### src/rtl/dmac_csr_pkg.sv
package dmac_csr_pkg;

  localparam int CSR_W = 32;
  localparam int SRC_W = 15;
  localparam int ST_W  = 3;
  localparam int OPT_W = 3;

  // error-class and routine-class source positions within bits 14:0
  localparam logic [SRC_W-1:0] ABN_SRC  = 15'h27BA;
  localparam logic [SRC_W-1:0] NRM_SRC  = 15'h4045;
  localparam logic [SRC_W-1:0] LIVE_SRC = ABN_SRC | NRM_SRC;

  localparam int BIT_AIS = 15;
  localparam int BIT_NIS = 16;
  localparam int RXS_LSB = 17;
  localparam int TXS_LSB = 20;
  localparam int OPT_LSB = 26;

  localparam int CTRL_TX = 0;
  localparam int CTRL_RX = 1;

  localparam int OFS_CTRL = 'h00;
  localparam int OFS_POLL = 'h04;
  localparam int OFS_STAT = 'h08;
  localparam int OFS_IEN  = 'h0C;

  typedef struct packed {
    logic nrm;
    logic abn;
  } ien_t;

endpackage

### src/rtl/dmac_src_latch.sv
module dmac_src_latch
  import dmac_csr_pkg::*;
#(
  parameter int             W    = SRC_W,
  parameter logic [W-1:0]   IMPL = LIVE_SRC
) (
  input  logic         clk,
  input  logic         rst,
  input  logic [W-1:0] evt,
  input  logic [W-1:0] clr,
  output logic [W-1:0] sts_q
);

  for (genvar i = 0; i < W; i++) begin : g_bit
    if (IMPL[i]) begin : g_live
      logic b_q;

      always_ff @(posedge clk) begin
        if (rst)         b_q <= 1'b0;
        else if (evt[i]) b_q <= 1'b1;
        else if (clr[i]) b_q <= 1'b0;
      end

      assign sts_q[i] = b_q;

      assert_sticky_hold_R2: assert property (@(posedge clk) disable iff (rst)
        (b_q && !clr[i]) |=> b_q)
        else $error("status bit %0d dropped without a clear", i);

      assert_evt_wins_R4: assert property (@(posedge clk) disable iff (rst)
        evt[i] |=> b_q)
        else $error("status bit %0d missed an event", i);

      assert_w1c_R3: assert property (@(posedge clk) disable iff (rst)
        (clr[i] && !evt[i]) |=> !b_q)
        else $error("status bit %0d not cleared", i);
    end else begin : g_rsvd
      logic rsvd_unused;
      assign rsvd_unused = evt[i] ^ clr[i];
      assign sts_q[i]    = 1'b0;
    end
  end

endmodule

### src/rtl/dmac_ctrl_regs.sv
module dmac_ctrl_regs
  import dmac_csr_pkg::*;
#(
  parameter int DW = CSR_W
) (
  input  logic          clk,
  input  logic          rst,
  input  logic          wr_ctrl,
  input  logic          wr_ien,
  input  logic          wr_poll,
  input  logic [DW-1:0] wdata,
  output logic          tx_go,
  output logic          rx_go,
  output ien_t          ien,
  output logic          poll_pulse
);

  logic dw_unused;
  assign dw_unused = ^{wdata[DW-1:BIT_NIS+1], wdata[BIT_AIS-1:CTRL_RX+1]};

  always_ff @(posedge clk) begin
    if (rst) begin
      tx_go <= 1'b0;
      rx_go <= 1'b0;
    end else if (wr_ctrl) begin
      tx_go <= wdata[CTRL_TX];
      rx_go <= wdata[CTRL_RX];
    end
  end

  always_ff @(posedge clk) begin
    if (rst) begin
      ien <= '0;
    end else if (wr_ien) begin
      ien.nrm <= wdata[BIT_NIS];
      ien.abn <= wdata[BIT_AIS];
    end
  end

  always_ff @(posedge clk) begin
    if (rst) poll_pulse <= 1'b0;
    else     poll_pulse <= wr_poll;
  end

  assert_ctrl_stable_R10: assert property (@(posedge clk) disable iff (rst)
    !wr_ctrl |=> ($stable(tx_go) && $stable(rx_go)))
    else $error("run bits changed without a control write");

  assert_poll_fire_R11: assert property (@(posedge clk) disable iff (rst)
    wr_poll |=> poll_pulse)
    else $error("poll write gave no pulse");

  assert_poll_single_R11: assert property (@(posedge clk) disable iff (rst)
    !wr_poll |=> !poll_pulse)
    else $error("poll pulse without a poll write");

endmodule

### src/rtl/dmac_irq_gen.sv
module dmac_irq_gen
  import dmac_csr_pkg::*;
#(
  parameter int             W   = SRC_W,
  parameter logic [W-1:0]   ABN = ABN_SRC,
  parameter logic [W-1:0]   NRM = NRM_SRC
) (
  input  logic         clk,
  input  logic         rst,
  input  logic [W-1:0] sts,
  input  ien_t         ien,
  output logic         ais,
  output logic         nis,
  output logic         irq
);

  assign ais = |(sts & ABN);
  assign nis = |(sts & NRM);

  always_ff @(posedge clk) begin
    if (rst) irq <= 1'b0;
    else     irq <= (nis && ien.nrm) || (ais && ien.abn);
  end

  assert_masked_R9: assert property (@(posedge clk) disable iff (rst)
    (!ien.nrm && !ien.abn) |=> !irq)
    else $error("irq raised with both enables off");

  assert_abn_fire_R8: assert property (@(posedge clk) disable iff (rst)
    (ien.abn && ais) |=> irq)
    else $error("enabled error summary gave no irq");

  assert_nrm_fire_R8: assert property (@(posedge clk) disable iff (rst)
    (ien.nrm && nis) |=> irq)
    else $error("enabled routine summary gave no irq");

endmodule

### src/rtl/dmac_irq_csr.sv
module dmac_irq_csr
  import dmac_csr_pkg::*;
#(
  parameter int ADDR_W = 8
) (
  input  logic              clk,
  input  logic              rst,
  input  logic              reg_wr,
  input  logic [ADDR_W-1:0] reg_addr,
  input  logic [CSR_W-1:0]  reg_wdata,
  output logic [CSR_W-1:0]  reg_rdata,
  input  logic [SRC_W-1:0]  evt_pulse,
  input  logic [ST_W-1:0]   tx_state,
  input  logic [ST_W-1:0]   rx_state,
  input  logic [OPT_W-1:0]  opt_irq,
  output logic              irq,
  output logic              tx_run,
  output logic              rx_run,
  output logic              tx_poll
);

  localparam logic [ADDR_W-1:0] A_CTRL = ADDR_W'(OFS_CTRL);
  localparam logic [ADDR_W-1:0] A_POLL = ADDR_W'(OFS_POLL);
  localparam logic [ADDR_W-1:0] A_STAT = ADDR_W'(OFS_STAT);
  localparam logic [ADDR_W-1:0] A_IEN  = ADDR_W'(OFS_IEN);

  logic             wr_ctrl, wr_ien, wr_poll, wr_stat;
  logic [SRC_W-1:0] clr, sts;
  logic             ais, nis;
  ien_t             ien;
  logic [CSR_W-1:0] stat_word, ien_word, ctrl_word, rd_next;

  assign wr_ctrl = reg_wr && (reg_addr == A_CTRL);
  assign wr_poll = reg_wr && (reg_addr == A_POLL);
  assign wr_stat = reg_wr && (reg_addr == A_STAT);
  assign wr_ien  = reg_wr && (reg_addr == A_IEN);
  assign clr     = wr_stat ? reg_wdata[SRC_W-1:0] : '0;

  dmac_src_latch #(.W(SRC_W), .IMPL(LIVE_SRC)) u_latch (
    .clk   (clk),
    .rst   (rst),
    .evt   (evt_pulse),
    .clr   (clr),
    .sts_q (sts)
  );

  dmac_ctrl_regs #(.DW(CSR_W)) u_ctrl (
    .clk        (clk),
    .rst        (rst),
    .wr_ctrl    (wr_ctrl),
    .wr_ien     (wr_ien),
    .wr_poll    (wr_poll),
    .wdata      (reg_wdata),
    .tx_go      (tx_run),
    .rx_go      (rx_run),
    .ien        (ien),
    .poll_pulse (tx_poll)
  );

  dmac_irq_gen #(.W(SRC_W), .ABN(ABN_SRC), .NRM(NRM_SRC)) u_irq (
    .clk (clk),
    .rst (rst),
    .sts (sts),
    .ien (ien),
    .ais (ais),
    .nis (nis),
    .irq (irq)
  );

  always_comb begin
    stat_word                     = '0;
    stat_word[SRC_W-1:0]          = sts;
    stat_word[BIT_AIS]            = ais;
    stat_word[BIT_NIS]            = nis;
    stat_word[RXS_LSB +: ST_W]    = rx_state;
    stat_word[TXS_LSB +: ST_W]    = tx_state;
    stat_word[OPT_LSB +: OPT_W]   = opt_irq;

    ien_word                      = '0;
    ien_word[BIT_NIS]             = ien.nrm;
    ien_word[BIT_AIS]             = ien.abn;

    ctrl_word                     = '0;
    ctrl_word[CTRL_TX]            = tx_run;
    ctrl_word[CTRL_RX]            = rx_run;

    if (reg_addr == A_CTRL)      rd_next = ctrl_word;
    else if (reg_addr == A_STAT) rd_next = stat_word;
    else if (reg_addr == A_IEN)  rd_next = ien_word;
    else                         rd_next = '0;
  end

  always_ff @(posedge clk) begin
    if (rst) reg_rdata <= '0;
    else     reg_rdata <= rd_next;
  end

  assert_poll_reads_zero_R11: assert property (@(posedge clk) disable iff (rst)
    (reg_addr == A_POLL) |=> (reg_rdata == '0))
    else $error("poll offset read non-zero");

  assert_live_tx_R7: assert property (@(posedge clk) disable iff (rst)
    (reg_addr == A_STAT) |=> (reg_rdata[TXS_LSB +: ST_W] == $past(tx_state)))
    else $error("tx activity field not live");

  assert_live_rx_R7: assert property (@(posedge clk) disable iff (rst)
    (reg_addr == A_STAT) |=> (reg_rdata[RXS_LSB +: ST_W] == $past(rx_state)))
    else $error("rx activity field not live");

endmodule

### config.mk
export PLATFORM = sky130hd
export DESIGN_NAME = dmac_irq_csr
export DESIGN_NICKNAME = d
export VERILOG_FILES = /design/src/rtl/dmac_csr_pkg.sv /design/src/rtl/dmac_src_latch.sv /design/src/rtl/dmac_ctrl_regs.sv /design/src/rtl/dmac_irq_gen.sv /design/src/rtl/dmac_irq_csr.sv
export SDC_FILE = /design/constraint.sdc
export NUM_CORES = 1
export LEC_CHECK = 0
export BUFFER_PORTS_ARGS = -buffer_cell sky130_fd_sc_hd__clkbuf_2
export CAP_MARGIN = 20
export CORE_AREA = 10 10 93 95
export CTS_CLUSTER_SIZE = 12
export DETAILED_ROUTE_END_ITERATION = 12
export DIE_AREA = 0 0 103 105
export PLACE_DENSITY = 0.6
export SYNTH_ARGS = -nofsm -noshare
export SYNTH_HDL_FRONTEND = slang
export SYNTH_SLANG_ARGS = --single-unit
### constraint.sdc
create_clock -name clk -period 3.25 [get_ports clk]
set_input_delay 0 -clock clk [delete_from_list [all_inputs] [get_ports clk]]
set_output_delay 0 -clock clk [all_outputs]
set_load 0.1 [all_outputs]
# Word level (Yosys, flattened, before mapping)
# Cells that the tools add are included.
totals:
  wordCells: 80
  regBits: 51
  out_inout_bits: 36
classes:
  n_eq_ne: 3
  n_reduce_logical: 25
  n_mux: 30
op_table:
  columns: ["op", "n"]
  rows:
  - ["29-bit two-way mux", 1]
  - ["1-bit two-way mux", 26]
  - ["2-bit nonzero test", 13]
  - ["17-bit two-way mux", 1]
  - ["8-bit by 4-bit == test with 1-bit output (second input constant)", 2]
  - ["15-bit two-way mux", 1]
  - ["9-bit OR reduction", 1]
  - ["8-bit by 3-bit == test with 1-bit output (second input constant)", 1]
  - ["8-bit zero test", 1]
  - ["1-bit logical AND", 6]
  - ["4-bit OR reduction", 1]
  - ["3-bit OR reduction", 1]
  - ["2-bit two-way mux", 1]
  - ["2-bit OR reduction", 1]
  - ["1-bit logical OR", 1]

# Depth between registers and ports, before layout
logic_depth:
  ltp_word: 5
  mapped_depth: 5
  mapped_depth_nobuf: 3

# Hierarchy
# A second synthesis with hierarchy kept.
unflattened:
  cells_unflattened: 228
  hier_area_um2: 2243.4
modules_own_cells:
  columns: ["module", "cells_per_inst", "instances", "area_per_inst_um2"]
  rows:
  - ["dmac_irq_csr", 137, 1, 1391.3]
  - ["dmac_src_latch", 69, 1, 620.6]
  - ["dmac_ctrl_regs", 14, 1, 161.4]
  - ["dmac_irq_gen", 8, 1, 70.1]

# Worst setup path before layout
# No wires, ideal clock.
synth_path:
  path_type: "register to register"
  start: "register u_ctrl.tx_go"
  end: "register reg_rdata[0]"
  slack_ns: 1.930
  path_stages_with_launch: 3
  arrival_ns: 1.245
  path_cell_list: "dfxtp_1 > mux2i_1 > nor3_2"
synth_via:
  elab_chain_cells: 1
synth_rtl:
  columns: ["item", "line_no", "source"]
  rows:
  - ["start, declared", "dmac_ctrl_regs.sv:12", "output logic tx_go,"]
  - ["start signal, assigned", "dmac_ctrl_regs.sv:26", "tx_go <= wdata[CTRL_TX];"]
  - ["2-bit two-way mux", "dmac_irq_csr.sv:87", "if (reg_addr == A_CTRL) rd_next = ctrl_word;"]
  - ["end signal, assigned", "dmac_irq_csr.sv:95", "else reg_rdata <= rd_next;"]
  - ["end, declared", "dmac_irq_csr.sv:11", "output logic [CSR_W-1:0] reg_rdata,"]
# No other way between the ends.
# A chain may end at the register's enable or synchronous reset.

# Final worst setup path
layout_path:
  start: "input reg_addr[7]"
  end: "register u_ctrl.poll_pulse"
layout_via:
  elab_chain_cells: 2
layout_rtl:
  columns: ["item", "line_no", "source"]
  rows:
  - ["start, declared", "dmac_irq_csr.sv:9", "input logic [ADDR_W-1:0] reg_addr,"]
  - ["8-bit by 3-bit == test with 1-bit output", "dmac_irq_csr.sv:34", "assign wr_poll = reg_wr && (reg_addr == A_POLL);"]
  - ["1-bit logical AND", "dmac_irq_csr.sv:34", null]
  - ["end signal, assigned", "dmac_ctrl_regs.sv:42", "else poll_pulse <= wr_poll;"]
  - ["end, declared", "dmac_ctrl_regs.sv:15", "output logic poll_pulse"]
# No other way between the ends.

==> metrics.yaml <==
global_route:
  grt_max_degree: 25
  grt_use_met2_pct: 15.1
  grt_pass1_vias: 1615
  grt_pass1_wl_mm: 7.73
  gr-total-overflow: 0
  met3_usage_pct: 3.82
  grt.busiest_layer: "met2"
  antenna_found_initial: 0
  grt_usage_pct: 9.10
  use_met1_pct: 10.3
clock_network:
  clock_latency_ns: 0.29
  cts_inserted_buffers: 5
  cts_max_path_buffers: 2
  ctsResizeCount: 0
  postCtsSetupBuffers: 0
  cts-root-buf: "clkbuf_8"
  cts_tree: "yes"
  clock-sinks: 43
  clk_pin_slew_ns: 0.08
  htree_levels: 2
sta:
  drv_slew: 0
  layout_setup_ws_ns: 1.64
  rsz0062_at_grt: "false"
  max_freq_ghz: 0.621
  fin_crit_sh_pct: 49.6
  relSlewSlack_pct: 31.2
  finalCriticalPeriod_ns: 1.61
  tns_ns: 0
  worst_pin_slew_ns: 1.03
  hold_viol: 0
  finalSetupViolCount: 0
  clock_skew_ns: 0.00519
hold_path:
  worstHoldPathCells: 3
  worstHoldStart: "reg_wdata[10]"
  hold_path_class: "input port to flop"
  hold_path_end: "u_latch.g_bit[10].g_live.b_q$_SDFFE_PP0P_"
route:
  drt_iter0_markers: 57
  wire_per_inst_um: 14.2
  avgViaCountPerCell: 4.26
  ant_nets: 0
  drt-total-wl_mm: 4.84
  via_count: 1452
  drc: 0
  drtPass1Iterations: 4
critical_path:
  start_kind: "input port"
  cp_top_family: "simple AND/OR/NAND/NOR gates"
  cpMostUsedCell: "or4_4"
  reg2reg_to: "reg_rdata[15]$_SDFF_PP0_"
  crit_buf_inv: 2
  reg2reg_depth: 3
  crit_type: "input port to flop"
  endpoint_kind: "flop"
  rrSetupSlack_ns: 2.03
  path_max_fanout: 4
  critPathSlowestCell: "or4_4"
  required_ns: 3.49
  max_stage_delay_ns: 0.57
  crit_chain: "clkbuf_2 -> or4_4 -> or4_4 -> nor4_2 -> dlygate4sd3_1"
  timing.rr.start: "u_latch.g_bit[7].g_live.b_q$_SDFFE_PP0P_"
  cp.arrival_ns: 1.85
place:
  pre_cts_slack_ns: 1.44
  dp_hpwl_mm: 3.64
  gp_congestion: 0.654
  io_buffers: 75
synthesis:
  ys_ff_latch: 43
  ys_seq_area_share_pct: 52.4
  yosys_warnings: 0
  synth_cell_types: 27
  avgSynthCellArea_sq_um: 10.3
  postSynthCellCount: 160
  syn_area_sq_um: 1640
floorplanning:
  die_width_um: 103
  core.rowCount: 30
  start_util_pct: 24.3
  die_h_um: 105
  core_area_sq_um: 6760
  dieArea_sq_um: 10800
  io_pins: 103
pwr:
  p_total_w: 0.00103
  cellLeakagePower_nw: 1.09
  power_density_nw_per_um2: 426
  max-vdd-ir-drop_mv: 0.181
layout:
  final_nets: 328
  final_layout_size_suffix_gt1_share_pct: 34.5
  area_delta_synth_final_pct: 47.8
  diodes: 0
job:
  max_cap_viol_count: 0
status:
  status: "completed"
[worst reg2reg max path, cell delays in order, from the launching register on]
cell	delay, ns
dfxtp_1	0.33
nor4_1	0.47
nand4_1	0.17
o2111a_1	0.16
[through the flow]
step | cells | hold slack [ns] | cell area (sq um) | util [%]
after floorplan | 167 | 0.122 | 1670 | -
after CTS | 341 | 0.00729 | 2430 | 35.9
after detailed placement | 306 | 0.204 | 2060 | 30.5
final | 341 | 0.0168 | 2430 | 35.9
after global placement | 306 | 0.200 | 2060 | 30.5
after global routing | 341 | 0.0190 | 2430 | 35.9
[routing by layer]
metal,up-vias,share of wire (%)
met3,4,7.4
met4,0,0.68
met2,53,50
met5,-,0
li1,739,-
met1,656,42
[layout make-up]
class                      instances  area, sq um
clock buffer                       6         82.6
sequential                        43          861
inverter                           2         7.51
timing repair buffer             103          656
multi-input combinational        106          716
tap                               80          100
fill                             711         4330
clock inverter                     1         5.00
[cells by family after synthesis]
group,Yosys count,share of synthesized area [%]
compound gates,17,8.76
buf+inv,18,6.17
flops,43,52.4
mux,6,3.66
other cells,1,0.228
simple gates,75,28.8
[power by group]
group	internal, W	leakage [nW]	switching (W)
registers	0.000538	0.351	0.00000935
logic	0.0000596	0.693	0.0000833
clock network	0.000167	0.0470	0.000176
total	0.000765	1.09	0.000268
[cells in the final DEF, fill, tap and decap left out]
master         count
and4_1             1
nor3_2             2
clkbuf_2          75
nor2_1            15
clkinv_2           1
o21ai_0            2
o2111a_1           1
nand2b_1           8
conb_1             8
a31o_2             1
or4_4              2
nor4b_4            1
a311oi_1          13
and2_1            21
nor3_1             1
dfxtp_1           43
nor3b_1            1
nor4_1             4
inv_1              2
nand2_1            1
nor4_2             2
dlygate4sd3_1     28
or3b_1             1
and3_1             1
clkbuf_8           6
nand4_1            1
mux2i_1            6
nor2b_1           13
[Yosys cell counts (all sizes together)]
cell    number  share of area, %
dfxtp       43                52
nor4b        1              0.91
and4         1              0.53
inv          2              0.46
nor2        15               3.4
a31o         1              0.53
and2        21               8.0
o2111a       1              0.69
a311oi      13               6.9
nand2        1              0.23
buf         11               4.6
nor3b        1              0.46
o21ai        2              0.61
nor4         6               3.0
or3b         1              0.53
mux2i        6               3.7
or4          2               1.4
nor2b       13               5.0
and3         1              0.38
nand4        1              0.38
nand2b       8               3.0
clkbuf       5               1.1
conb         1              0.23
nor3         3               1.5
[registers in the layout (all words and copies together) (netlist names)]
signal / count
u_ctrl.ien: 2
u_ctrl.rx_go: 1
u_irq.irq: 1
u_ctrl.poll_pulse: 1
u_latch.g_bit.g_live.b_q: 13
u_ctrl.tx_go: 1
reg_rdata: 24
[what timing repair did]
item                                    in CTS  in global routing
hold buffers                                28                  0
endpoints found under the setup margin       0                  0
hold endpoints to repair                    27                  0
[worst max path at each step]
stage	start	endpoint	slack [ns]	cells after the start
2_1_floorplan	u_ctrl.tx_go$_SDFFE_PP0P_	reg_rdata[0]$_SDFF_PP0_	1.93	2
3_3_place_gp	reg_addr[7]	reg_rdata[8]$_SDFF_PP0_	1.44	4
3_5_place_dp	reg_addr[7]	reg_rdata[7]$_SDFF_PP0_	1.44	4
4_1_cts	reg_addr[7]	u_ctrl.poll_pulse$_SDFF_PP0_	1.66	5
5_1_grt	reg_wr	u_latch.g_bit[1].g_live.b_q$_SDFFE_PP0P_	1.56	5
6_report	reg_addr[7]	u_ctrl.poll_pulse$_SDFF_PP0_	1.64	5
Power figures use the tool's default switching activity.
